File: config.mk
export PLATFORM = sky130hd
export DESIGN_NAME = pinbank_gpio
export DESIGN_NICKNAME = d
export VERILOG_FILES = /design/src/rtl/pinbank_pkg.sv /design/src/rtl/pinbank_sync.sv /design/src/rtl/pinbank_bank.sv /design/src/rtl/pinbank_gpio.sv
export SDC_FILE = /design/constraint.sdc
export NUM_CORES = 1
export LEC_CHECK = 0
export ABC_AREA = 1
export ABC_CLOCK_PERIOD_IN_PS = 3550
export BUFFER_PORTS_ARGS = -buffer_cell sky130_fd_sc_hd__buf_2
export CAP_MARGIN = 20
export CORE_AREA = 2 2 325 327
export CTS_BUF_LIST = sky130_fd_sc_hd__clkbuf_8
export DETAILED_ROUTE_END_ITERATION = 6
export DIE_AREA = 0 0 327 329
export PLACE_DENSITY = 0.48
export SYNTH_ARGS = -nofsm -noshare
export SYNTH_HDL_FRONTEND = slang
export SYNTH_SLANG_ARGS = --single-unit
File: constraint.sdc
create_clock -name clk -period 3.55 [get_ports clk]
set_clock_uncertainty 0.15 [all_clocks]
set_input_delay 0.5325 -clock clk [delete_from_list [all_inputs] [get_ports clk]]
set_output_delay 0.5325 -clock clk [all_outputs]
set_load 0.01 [all_outputs]
File: src/rtl/pinbank_pkg.sv
package pinbank_pkg;

    localparam int ADDR_W  = 12;
    localparam int NUM_FN  = 13;
    localparam int BANK_W  = 32;

    // function selector; the numeric order matches the base table below
    typedef enum logic [3:0] {
        FN_CFG   = 4'd0,
        FN_LVL   = 4'd1,
        FN_DIR   = 4'd2,
        FN_SET   = 4'd3,
        FN_CLR   = 4'd4,
        FN_RISE  = 4'd5,
        FN_FALL  = 4'd6,
        FN_MASK  = 4'd7,
        FN_STS   = 4'd8,
        FN_ITYPE = 4'd9,
        FN_POL   = 4'd10,
        FN_WMASK = 4'd11,
        FN_WSTS  = 4'd12
    } fn_e;

    localparam logic [ADDR_W-1:0] FN_BASE [NUM_FN] = '{
        12'h000, 12'h004, 12'h01C, 12'h034, 12'h04C, 12'h064, 12'h07C,
        12'h0AC, 12'h0C4, 12'h300, 12'h318, 12'h400, 12'h418
    };

    typedef struct packed {
        logic       hit;
        fn_e        fn;
        logic [2:0] bank;
    } dec_t;

    // Map a byte address to a function and bank; the configuration word
    // spans one word, every other function spans one word per bank.
    function automatic dec_t decode_addr(input logic [ADDR_W-1:0] a,
                                         input int nbanks);
        dec_t r;
        r = '{hit: 1'b0, fn: FN_CFG, bank: 3'd0};
        for (int i = 0; i < NUM_FN; i++) begin
            int span;
            span = (i == 0) ? 1 : nbanks;
            if (a >= FN_BASE[i] && a < FN_BASE[i] + ADDR_W'(4 * span) &&
                a[1:0] == 2'b00) begin
                r.hit  = 1'b1;
                r.fn   = fn_e'(4'(i));
                r.bank = 3'((a - FN_BASE[i]) >> 2);
            end
        end
        return r;
    endfunction

endpackage

File: src/rtl/pinbank_sync.sv
module pinbank_sync #(
    parameter int W = 32
) (
    input  logic         clk,
    input  logic         rst_n,
    input  logic [W-1:0] raw,
    output logic [W-1:0] lvl,
    output logic [W-1:0] prev
);
    typedef struct packed {
        logic [W-1:0] s1;
        logic [W-1:0] s2;
        logic [W-1:0] s3;
    } sync_t;

    sync_t q, d;

    always_comb begin
        d    = q;
        d.s1 = raw;
        d.s2 = q.s1;
        d.s3 = q.s2;
    end

    always_ff @(posedge clk) begin
        if (!rst_n) q <= '0;
        else        q <= d;
    end

    assign lvl  = q.s2;
    assign prev = q.s3;

endmodule

File: src/rtl/pinbank_bank.sv
module pinbank_bank
    import pinbank_pkg::*;
#(
    parameter int BW = 32
) (
    input  logic          clk,
    input  logic          rst_n,
    input  logic          wr_en,
    input  fn_e           fn,
    input  logic [BW-1:0] wdata,
    input  logic [BW-1:0] lvl,
    input  logic [BW-1:0] prev,
    output logic [BW-1:0] dir,
    output logic [BW-1:0] out,
    output logic          pend,
    output logic [31:0]   rd_word
);
    typedef struct packed {
        logic [BW-1:0] dir;
        logic [BW-1:0] out;
        logic [BW-1:0] ren;
        logic [BW-1:0] fen;
        logic [BW-1:0] msk;
        logic [BW-1:0] sts;
        logic [BW-1:0] ity;
        logic [BW-1:0] pol;
        logic [BW-1:0] wmk;
        logic [BW-1:0] wak;
    } bank_t;

    bank_t q, d;

    logic [BW-1:0] ack_d, wack_d, edge_hit, lvl_hit, cond, rd_val;

    // detection: edges against the previous synchronised sample, level
    // against the programmed active polarity
    always_comb begin
        edge_hit = (lvl & ~prev & q.ren) | (~lvl & prev & q.fen);
        lvl_hit  = lvl ^ q.pol;
        cond     = (q.ity & lvl_hit) | (~q.ity & edge_hit);
    end

    always_comb begin
        d      = q;
        ack_d  = '0;
        wack_d = '0;
        if (wr_en) begin
            case (fn)
                FN_DIR:   d.dir = wdata;
                FN_SET:   d.out = q.out | wdata;
                FN_CLR:   d.out = q.out & ~wdata;
                FN_RISE:  d.ren = wdata;
                FN_FALL:  d.fen = wdata;
                FN_MASK:  d.msk = wdata;
                FN_STS:   ack_d = wdata;
                FN_ITYPE: d.ity = wdata;
                FN_POL:   d.pol = wdata;
                FN_WMASK: d.wmk = wdata;
                FN_WSTS:  wack_d = wdata;
                default:  ;
            endcase
        end
        // acknowledge wins; a persisting level re-raises one cycle later
        d.sts = (q.sts | cond) & ~ack_d;
        d.wak = (q.wak | (cond & q.wmk)) & ~wack_d;
    end

    always_ff @(posedge clk) begin
        if (!rst_n) q <= '0;
        else        q <= d;
    end

    always_comb begin
        case (fn)
            FN_LVL:   rd_val = lvl;
            FN_DIR:   rd_val = q.dir;
            FN_RISE:  rd_val = q.ren;
            FN_FALL:  rd_val = q.fen;
            FN_MASK:  rd_val = q.msk;
            FN_STS:   rd_val = q.sts;
            FN_ITYPE: rd_val = q.ity;
            FN_POL:   rd_val = q.pol;
            FN_WMASK: rd_val = q.wmk;
            FN_WSTS:  rd_val = q.wak;
            default:  rd_val = '0;
        endcase
    end

    assign rd_word = 32'(rd_val);
    assign dir     = q.dir;
    assign out     = q.out;
    assign pend    = |(q.sts & q.msk);

    // an acknowledged status bit is clear in the next cycle
    p_ack_clears_r7: assert property (@(posedge clk) disable iff (!rst_n)
        (wr_en && fn == FN_STS) |=> ((q.sts & $past(wdata)) == '0));

    // a new edge-mode status bit needs an edge enable on that pin
    p_edge_gated_r5: assert property (@(posedge clk) disable iff (!rst_n)
        1'b1 |=> ((q.sts & ~$past(q.sts) & ~$past(q.ity)
                   & ~$past(q.ren | q.fen)) == '0));

    // a new wake status bit needs the pin's wake mask
    p_wake_gated_r9: assert property (@(posedge clk) disable iff (!rst_n)
        1'b1 |=> ((q.wak & ~$past(q.wak) & ~$past(q.wmk)) == '0));

endmodule

File: src/rtl/pinbank_gpio.sv
module pinbank_gpio
    import pinbank_pkg::*;
#(
    parameter int NUM_PINS = 48
) (
    input  logic                clk,
    input  logic                rst_n,
    input  logic [11:0]         bus_addr,
    input  logic                bus_wr,
    input  logic                bus_rd,
    input  logic [31:0]         bus_wdata,
    output logic [31:0]         bus_rdata,
    input  logic [NUM_PINS-1:0] pin_in,
    output logic [NUM_PINS-1:0] pin_out,
    output logic [NUM_PINS-1:0] pin_oe,
    output logic                irq
);
    // the register map leaves room for at most six banks (192 pins)
    localparam int NB     = (NUM_PINS + BANK_W - 1) / BANK_W;
    localparam int MAXB   = 8;

    logic [NUM_PINS-1:0] lvl_s, prev_s;
    logic [31:0]         bank_rd [MAXB];
    logic [MAXB-1:0]     bank_pend;
    dec_t                dec;

    typedef struct packed {
        logic [31:0] rdata;
    } top_t;

    top_t q, d;

    pinbank_sync #(.W(NUM_PINS)) u_sync (
        .clk  (clk),
        .rst_n(rst_n),
        .raw  (pin_in),
        .lvl  (lvl_s),
        .prev (prev_s)
    );

    always_comb dec = decode_addr(bus_addr, NB);

    for (genvar b = 0; b < MAXB; b++) begin : g_bank
        if (b < NB) begin : g_on
            localparam int BW = (NUM_PINS - b * BANK_W >= BANK_W)
                                ? BANK_W : NUM_PINS - b * BANK_W;
            pinbank_bank #(.BW(BW)) u_bank (
                .clk    (clk),
                .rst_n  (rst_n),
                .wr_en  (bus_wr && dec.hit && dec.bank == 3'(b)),
                .fn     (dec.fn),
                .wdata  (bus_wdata[BW-1:0]),
                .lvl    (lvl_s[b*BANK_W +: BW]),
                .prev   (prev_s[b*BANK_W +: BW]),
                .dir    (pin_oe[b*BANK_W +: BW]),
                .out    (pin_out[b*BANK_W +: BW]),
                .pend   (bank_pend[b]),
                .rd_word(bank_rd[b])
            );
        end else begin : g_off
            assign bank_rd[b]   = '0;
            assign bank_pend[b] = 1'b0;
        end
    end

    always_comb begin
        d = q;
        if (bus_rd) d.rdata = dec.hit ? bank_rd[dec.bank] : '0;
    end

    always_ff @(posedge clk) begin
        if (!rst_n) q <= '0;
        else        q <= d;
    end

    assign bus_rdata = q.rdata;
    assign irq       = |bank_pend;

    // a set-port bit drives the pin high on the next cycle
    p_set_high_r2: assert property (@(posedge clk) disable iff (!rst_n)
        (bus_wr && bus_addr == FN_BASE[FN_SET] && bus_wdata[0]) |=> pin_out[0]);

    // a clear-port bit drives the pin low on the next cycle
    p_clr_low_r2: assert property (@(posedge clk) disable iff (!rst_n)
        (bus_wr && bus_addr == FN_BASE[FN_CLR] && bus_wdata[0]) |=> !pin_out[0]);

    // write-only ports read back as zero
    p_wo_zero_r2: assert property (@(posedge clk) disable iff (!rst_n)
        (bus_rd && (bus_addr == FN_BASE[FN_SET] || bus_addr == FN_BASE[FN_CLR]))
        |=> bus_rdata == 32'd0);

endmodule

==> results of run 1 <==
[per-stage QoR]
stage	setup slack [ps]	utilization [%]	hold slack, ps
5_1_grt	-0.350	36.5	73.0
6_report	137	36.5	55.2
3_5_place_dp	-205	33.3	247
2_1_floorplan	18.9	-	240
3_3_place_gp	-223	33.3	248
4_1_cts	39.8	36.4	2.81
[kinds of logic after synthesis]
| kind of cell | after synthesis | synth area share (%) |
|---|---|---|
| buf+inv | 1107 | 14.9 |
| compound gates | 1026 | 18.2 |
| flops | 656 | 42.3 |
| xor+xnor | 7 | 0.198 |
| fa+ha+maj | 4 | 0.161 |
| simple gates | 1731 | 24.2 |
[Yosys cell counts (22+ instances only)]
cell | count | area share (%)
sky130_fd_sc_hd__a21oi_1 | 463 | 7.5
sky130_fd_sc_hd__buf_4 | 101 | 2.4
sky130_fd_sc_hd__clkbuf_1 | 236 | 2.9
sky130_fd_sc_hd__dfxtp_1 | 656 | 42
sky130_fd_sc_hd__inv_1 | 702 | 8.5
sky130_fd_sc_hd__nand2_1 | 786 | 9.5
sky130_fd_sc_hd__nand3_1 | 239 | 3.9
sky130_fd_sc_hd__nand4_1 | 169 | 3.4
sky130_fd_sc_hd__nor2_1 | 455 | 5.5
sky130_fd_sc_hd__nor3_1 | 22 | 0.35
sky130_fd_sc_hd__o21ai_0 | 345 | 5.6
sky130_fd_sc_hd__o22ai_1 | 90 | 1.8
[where the power goes]
part           total [uW]  internal [uW]  switching (uW)
clock                7660           4200            3460
combinational         787            254             532
sequential           7480           7430            49.6
total               15900          11900            4050
[worst reg2reg max path, stage by stage, from the launching register on]
cell and delay, ps:
sky130_fd_sc_hd__dfxtp_1 300, sky130_fd_sc_hd__inv_1 210, sky130_fd_sc_hd__o22ai_1 140, sky130_fd_sc_hd__a211oi_1 240, sky130_fd_sc_hd__nand4_1 290, sky130_fd_sc_hd__nand2_1 160
sky130_fd_sc_hd__nor2_1 70, sky130_fd_sc_hd__nor2_1 80, sky130_fd_sc_hd__nor2_1 40
[worst max-delay path by stage]
stage	cells past startpoint	slack, ps	endpoint	from
after floorplan	19	20	g_bank[1].g_on.u_bank.q[101]	bus_addr[3]
after global placement	20	-220	g_bank[0].g_on.u_bank.dir[4]	bus_addr[5]
after detailed placement	20	-200	g_bank[0].g_on.u_bank.q[234]	bus_addr[3]
after CTS	6	40	irq	g_bank[1].g_on.u_bank.q[64]
after global routing	7	-0.4	irq	g_bank[1].g_on.u_bank.q[92]
final	7	140	irq	g_bank[1].g_on.u_bank.q[92]
[state kept, by name (all words and copies together) (netlist names), named ones only]
register and cells:
g_bank.g_on.u_bank.q 384, g_bank.g_on.u_bank.dir 48, u_sync.d 48, u_sync.lvl 48, u_sync.prev 48, bus_rdata 32
[repair_timing]
item                                    in CTS  in global routing
hold buffers                                68                  0
pin swaps                                    0                  1
resized for setup                            2                  1
endpoints found under the hold margin      139                  0
endpoints found under the setup margin       1                  1
cloned                                       0                  0
[metal layers]
metal,share of wire [%],up-vias
li1,-,15200
met1,45,14600
met2,46,1004
met3,5.8,229
met4,3.4,0
met5,0,-
[cell type report]
type	instances	area [um^2]	area share, %
diodes	3	7.51	0.0197
clock buffers	162	2230	5.86
clock inverters	59	328	0.862
inverters	721	2710	7.13
multi-input cells	2768	13400	35.1
flip-flops and latches	656	13100	34.5
well taps	1391	1740	4.57
repair buffers	572	4540	11.9
==> results by stage, run 1 <==
Status:
- The flow ran to the end, and the final reports show no timing, DRC or antenna violations.

GRT:
- The overall routing resource usage is 23.6%.
- For this run, global-route usage on met2 was measured as 39.2%.
- In this run the most used layer during global routing was met2.
- Summed over all layers, the global routing overflow is 0.
- The number of global-route vias before repair came to 29500.
- The largest net degree at the start of global routing is 147.
- The first global-routing pass estimated 192 mm of wire.
- The met1 track demand over resource in global routing is 31.4%.
- For met3 alone, demand over resource in global routing was 3.07%.
- The initial antenna violation count is 3.

Final layout:
- The count of fill cells added during filler insertion is 11100.
- Compared with the post-synthesis result, the final layout area differs by 22.6%.
- The final instance count without filler cells is 6332.
- The fraction of layout cells with a size suffix above 1 is 15.5%.
- Leaving out fill and tap cells, the most frequent cell in the layout is sky130_fd_sc_hd__nand2_1.
- Once layout is done, the placed cells without fillers occupy 38000 um^2.
- Leaving out fill and tap cells, the most frequent cells in the layout are sky130_fd_sc_hd__nand2_1 (786), sky130_fd_sc_hd__inv_1 (734), sky130_fd_sc_hd__dfxtp_1 (656).
- In the final design database the tool counted 4939 nets.

STA:
- The count of final hold-check violations is 0.
- Measured against its own limit, the worst slew margin works out to 48.7%.
- The part of the cycle the worst path needs is 96.1%.
- The actual slew at the worst max-slew pin is 761 ps.
- Subtracting the final worst setup slack from the clock period gives 3410 ps.
- The summed negative setup slack over all endpoints is 0 ps.
- Derived from the worst setup path, the maximum achievable clock frequency is 293 MHz.
- The final-report setup violation count is 0.
- The number of slew-limit violations in the final report came to 0.

Clocking:
- The clock tree buffer depth is 3.
- TritonCTS built the clock tree.
- The clock latency at the later pin of the worst-skew pair is 780 ps.
- The clock transition at the registers of the reported paths is 60 ps.
- The number of sinks driven by the clock tree is 656.
- The number of clock buffers inserted by TritonCTS is 120.
- The library cell used as clock root buffer is sky130_fd_sc_hd__clkbuf_8.
- The post-CTS setup-driven buffer insertion count is 0.
- The clock tree synthesis step divided the H-tree into 3 levels.

Power:
- The total power after layout is 15900 uW.
- The total leakage power is 0.0164 uW.
- In this run the power density over the cells is 419 nW/um^2.
- The worst-case vdd ir drop is 0.293 mV.

Job:
- The number of maximum-capacitance constraint violations is 0.

Setup path:
- Traced cell by cell, the critical path runs through nand2_1, o2111ai_1, nor3_2, nand3_1, nor2_1, nand4_1, buf_2.
- The kind of end point of the critical path is a primary output.
- The reg-to-reg startpoint is g_bank[0].g_on.u_bank.dir[3].
- Counting cells, the worst reg-to-reg path comes to 8.
- The critical path's largest stage delay is 350 ps.
- The endpoint identified for the worst register-to-register timing path is bus_rdata[3].
- Together, buffers and inverters on the worst path number 1.
- The cell type group with the largest total delay on the critical path is simple AND/OR/NAND/NOR gates.
- The critical path is of the flop to primary output type.
- The setup slack of the most critical reg-to-reg path is 1730 ps.
- The type of origin of the critical path is a flop.
- The arrival time at the worst endpoint is 2730 ps.
- The highest-delay cell along the critical path is sky130_fd_sc_hd__nor3_2.
- Along the worst path, the maximum fanout reaches 3.
- At the worst endpoint, the required time is 2870 ps.

Logic synthesis:
- The number of nets in the synthesized netlist is 4631.
- The netlist area before placement is 31000 um^2.
- The flip-flop and latch count after synthesis is 656.
- A synthesized cell averages 6.85 um^2.
- In the synthesized netlist the async set-or-reset flop fraction comes to 0%.
- Yosys mapped a number of flops with a built-in enable equal to 0.
- The sequential area share after synthesis is 42.3%.
- During synthesis, Yosys emitted a total of 0 warnings.
- The distinct cell type count of the synthesized netlist is 53.
- In the synthesized netlist, the number of instances is 4531.
- The most used flip-flop cell after synthesis is sky130_fd_sc_hd__dfxtp_1.

Drt:
- After detailed routing, the number of vias per cell comes to 4.89.
- The number of routed nets with antenna violations is 0.
- The detailed-router iteration count before antenna repair is 6.
- Summed over all layers, the routed wires come to 130 mm.
- The number of remaining DRC errors is 0.
- The initial DRC count is 2698.
- Dividing the detail-routed wire length by the instance count gives 20.5 um.
- For this block, the via count after detailed routing is 31000.

Floorplan:
- The top-level port count is 225.
- The total number of placement rows is 119.
- The chip width is 327 um.
- The vertical extent of the die is 329 um.
- The core footprint is 104000 um^2.
- The die covers 108000 um^2.
- The starting density of the core is 29.7%.

Placed design:
- During placement, the flow inserted port buffers numbering 224.
- Routability-driven placement finished with a final weighted congestion of 0.905.
- The cell count after placement is 6040.
- The post-detailed-placement half-perimeter wirelength is 89.2 mm.
- The instance area after placement is 34800 um^2.

Hold path:
- The origin of the worst min-delay path is bus_wdata[20].
- The worst hold-check path type is primary input to flop.
- The worst min-delay path endpoint is g_bank[0].g_on.u_bank.q[20].
- Counting instances, the worst hold path has a depth of 4.
Power figures use the tool's default switching activity.
==> run 2: changes to the inputs <==
- BUFFER_PORTS_ARGS: -buffer_cell sky130_fd_sc_hd__buf_2 -> -buffer_cell sky130_fd_sc_hd__clkbuf_2
==> results by stage, run 2 (same netlist as run 1, synthesis figures left out) <==
Status:
- The run finished with clean final reports.

Power:
- For this design the total switching power over the nets is 3970 uW.
- The net switching share of the total power is 25.3%.
- The clock network burns 47.4% of the power.
- The power density over the cells is 417 nW/um^2.
- The internal power of the cells totals 11700 uW.
- After layout, the design draws a total of 15700 uW.
- The combinational share of power is 5.0%.
- The analysis attributes to cell leakage a power of 0.0161 uW.
- The worst-case vdd ir drop is 0.291 mV.
- The fraction of power consumed by sequential logic is 47.7%.

Clocking:
- The number of clock buffers inserted by TritonCTS is 119.
- The post-CTS setup-driven buffer insertion count is 0.
- The number of sinks driven by the clock tree is 656.
- The clock latency at the later pin of the worst-skew pair is 780 ps.
- The library cell used as clock root buffer is sky130_fd_sc_hd__clkbuf_8.
- The clock tree buffer depth is 3.
- TritonCTS built the clock tree.
- Clock-pin slew was measured on the worst setup and hold paths at 60 ps.
- The H-tree depth reported by CTS is 3.

Drt:
- The length of routed met2 wiring is 59.6 mm.
- The detailed router used layers up to and including met4.
- The detailed-router iteration count before antenna repair is 6.
- For this run, design rule violations remaining after detail routing come to 0.
- Summed over all nets, wire length on met3 after detailed routing comes to 8.07 mm.
- The number of vias after detailed routing is 30900.
- The detailed router finished its first iteration with 2663 violations.
- The post-detailed-route wirelength per cell is 20.5 um.
- The routed metal-1 wire length is 58.0 mm.
- Wires add up to 129 mm.
- The number of routed nets with antenna violations is 0.
- Dividing the detail-routed via count by the number of cells gives 4.92.

Final layout:
- In the final design database the tool counted 4903 nets.
- The post-route standard cell area excluding fillers is 37700 um^2.
- The fraction of layout cells with a size suffix above 1 is 15.0%.
- Relative to the synthesized area, the layout overhead comes to 21.3%.
- The register with the most flip-flops in the layout has 384 of them.
- The commonest non-fill, non-tap cell in the layout is sky130_fd_sc_hd__nand2_1.
- The register ranked first by flip-flop count is g_bank.g_on.u_bank.q.
- In the layout the commonest cells are sky130_fd_sc_hd__nand2_1 (786), sky130_fd_sc_hd__inv_1 (738), sky130_fd_sc_hd__dfxtp_1 (656).

Setup path:
- The critical path is of the flop to primary output type.
- At the worst endpoint, the required time is 2870 ps.
- The kind of end point of the critical path is a primary output.
- Broken down by cell family, the worst path's largest delay share belongs to simple AND/OR/NAND/NOR gates.
- The slowest stage of the critical path is the sky130_fd_sc_hd__dfxtp_1 cell.
- The worst setup path is launched from a flop.
- The critical path's largest stage delay is 330 ps.
- The arrival time at the worst endpoint is 2690 ps.
- Traced cell by cell, the critical path runs through nand2_1, o2111ai_1, nor3_1, nand3_1, nor2_1, nand4_1, clkbuf_2.
- The number of buffer and inverter instances along the worst setup path is 1.
- The highest net fanout along the worst path is 3.

GRT:
- Entering global routing, the biggest net connects 117 pins.
- The initial antenna violation count came to 6.
- The overall routing resource usage is 23.3%.
- The number of global-route vias before repair is 28900.
- The residual overflow from global routing is 0.
- The first global-routing pass estimated 190 mm of wire.

Floorplan:
- The vertical extent of the die is 329 um.
- The floorplan step set the die width to 327 um.
- The die area is 108000 um^2.
- The total area inside the core boundary comes to 104000 um^2.
- The initial utilization of the core area, before any placement, comes to 29.7%.
- In this run the core area contains 119 standard-cell rows.
- During I/O placement, the number of pins put on the boundary was 225.

Placed design:
- The final estimated routing congestion in global placement is 0.913.
- The count of input and output buffers is 224.
- In this run the cell area measured after placement is 34700 um^2.
- Once detailed placement completed, the half-perimeter wirelength came to 89.4 mm.

STA:
- The number of slew-limit violations in the final report is 0.
- The remaining max-slew budget at the tightest pin is 38.0%.
- The count of final hold-check violations is 0.
- The final-report setup violation count is 0.
- Setup repair after global routing left no endpoint under its margin.
- Static timing analysis puts the maximum clock frequency at 296 MHz.
- The clock period minus final worst setup slack is 3370 ps.
- For the pin with the worst max-slew slack, the measured transition is 920 ps.
- The worst path uses 95.0% of the clock period.
- The tightest hold margin is 58.4 ps.

Job:
- Max-cap violations in this run came to 0.

Hold path:
- The worst hold path belongs to the class primary input to flop.
-- run 2: changes by cell type in the layout (fill, tap and decap cells not counted), moves of 2 or more --
| cell | before | now |
|---|---|---|
| sky130_fd_sc_hd__buf_2 | 223 | 0 |
| sky130_fd_sc_hd__clkbuf_2 | 0 | 223 |
| sky130_fd_sc_hd__buf_4 | 230 | 212 |
| sky130_fd_sc_hd__dlygate4sd3_1 | 68 | 51 |
| sky130_fd_sc_hd__clkinv_2 | 19 | 7 |
| sky130_fd_sc_hd__inv_1 | 734 | 738 |
| sky130_fd_sc_hd__a221oi_1 | 6 | 4 |
| sky130_fd_sc_hd__a221oi_2 | 1 | 3 |
| sky130_fd_sc_hd__bufinv_16 | 2 | 0 |
| sky130_fd_sc_hd__diode_2 | 3 | 1 |
| sky130_fd_sc_hd__inv_6 | 3 | 1 |
| sky130_fd_sc_hd__inv_8 | 0 | 2 |
-- run 2: worst min-delay path, stage by stage --
cell,delay (ps)
sky130_fd_sc_hd__clkbuf_2,180
sky130_fd_sc_hd__o21ai_0,110
sky130_fd_sc_hd__a21oi_1,110
-- run 2: metrics by stage --
stage / utilization (%) / setup TNS, ps / setup slack (ps) / cells
detailed placement: 33.2 / -59020 / -301 / 6022
CTS: 36.1 / 0 / 84.9 / 6285
finish: 36.1 / 0 / 177 / 6286
floorplan: - / 0 / 18.9 / 4531
global placement: 33.2 / -43860 / -254 / 6022
global route: 36.1 / 0 / 68.4 / 6286
-- run 2: power groups by stage --
stage,sequential [uW],combinational [uW],clock (uW)
2_1_floorplan,7620,380,0
5_1_grt,7490,853,7960
3_5_place_dp,7640,736,0
3_3_place_gp,7640,736,0
6_report,7480,782,7440
4_1_cts,7480,782,7620
-- run 2: final cells by class --
class | instances | area [um^2]
flip-flops and latches | 656 | 13100
multi-input cells | 2768 | 13400
diodes | 1 | 2.50
fillers | 11200 | 66700
clock buffers | 163 | 2240
clock inverters | 49 | 228
well taps | 1391 | 1740
repair buffers | 537 | 4230
inverters | 721 | 2710
-- run 2: routing by layer --
metal / up-vias / GRT usage (%)
met4: 0 / 6.63
met2: 1006 / 38.7
met3: 170 / 3.14
met1: 14600 / 31.7
li1: 15100 / -
met5: - / 0
-- run 2: final timing paths --
kind                           startpoint  depth (start not counted)                       endpoint  slack (ps)
max          g_bank[0].g_on.u_bank.q[162]                          7                            irq         180
min                         bus_wdata[15]                          3  g_bank[0].g_on.u_bank.dir[15]          60
max reg2reg  g_bank[0].g_on.u_bank.dir[3]                          9                   bus_rdata[3]        1550
min reg2reg                  u_sync.d[68]                          2                 u_sync.lvl[20]         260
-- run 2: repair_timing --
action,4_1_cts,5_1_grt
endpoints found under the hold margin,57,0
hold buffers,51,0
resized for setup,2,1
setup endpoints to repair,1,1
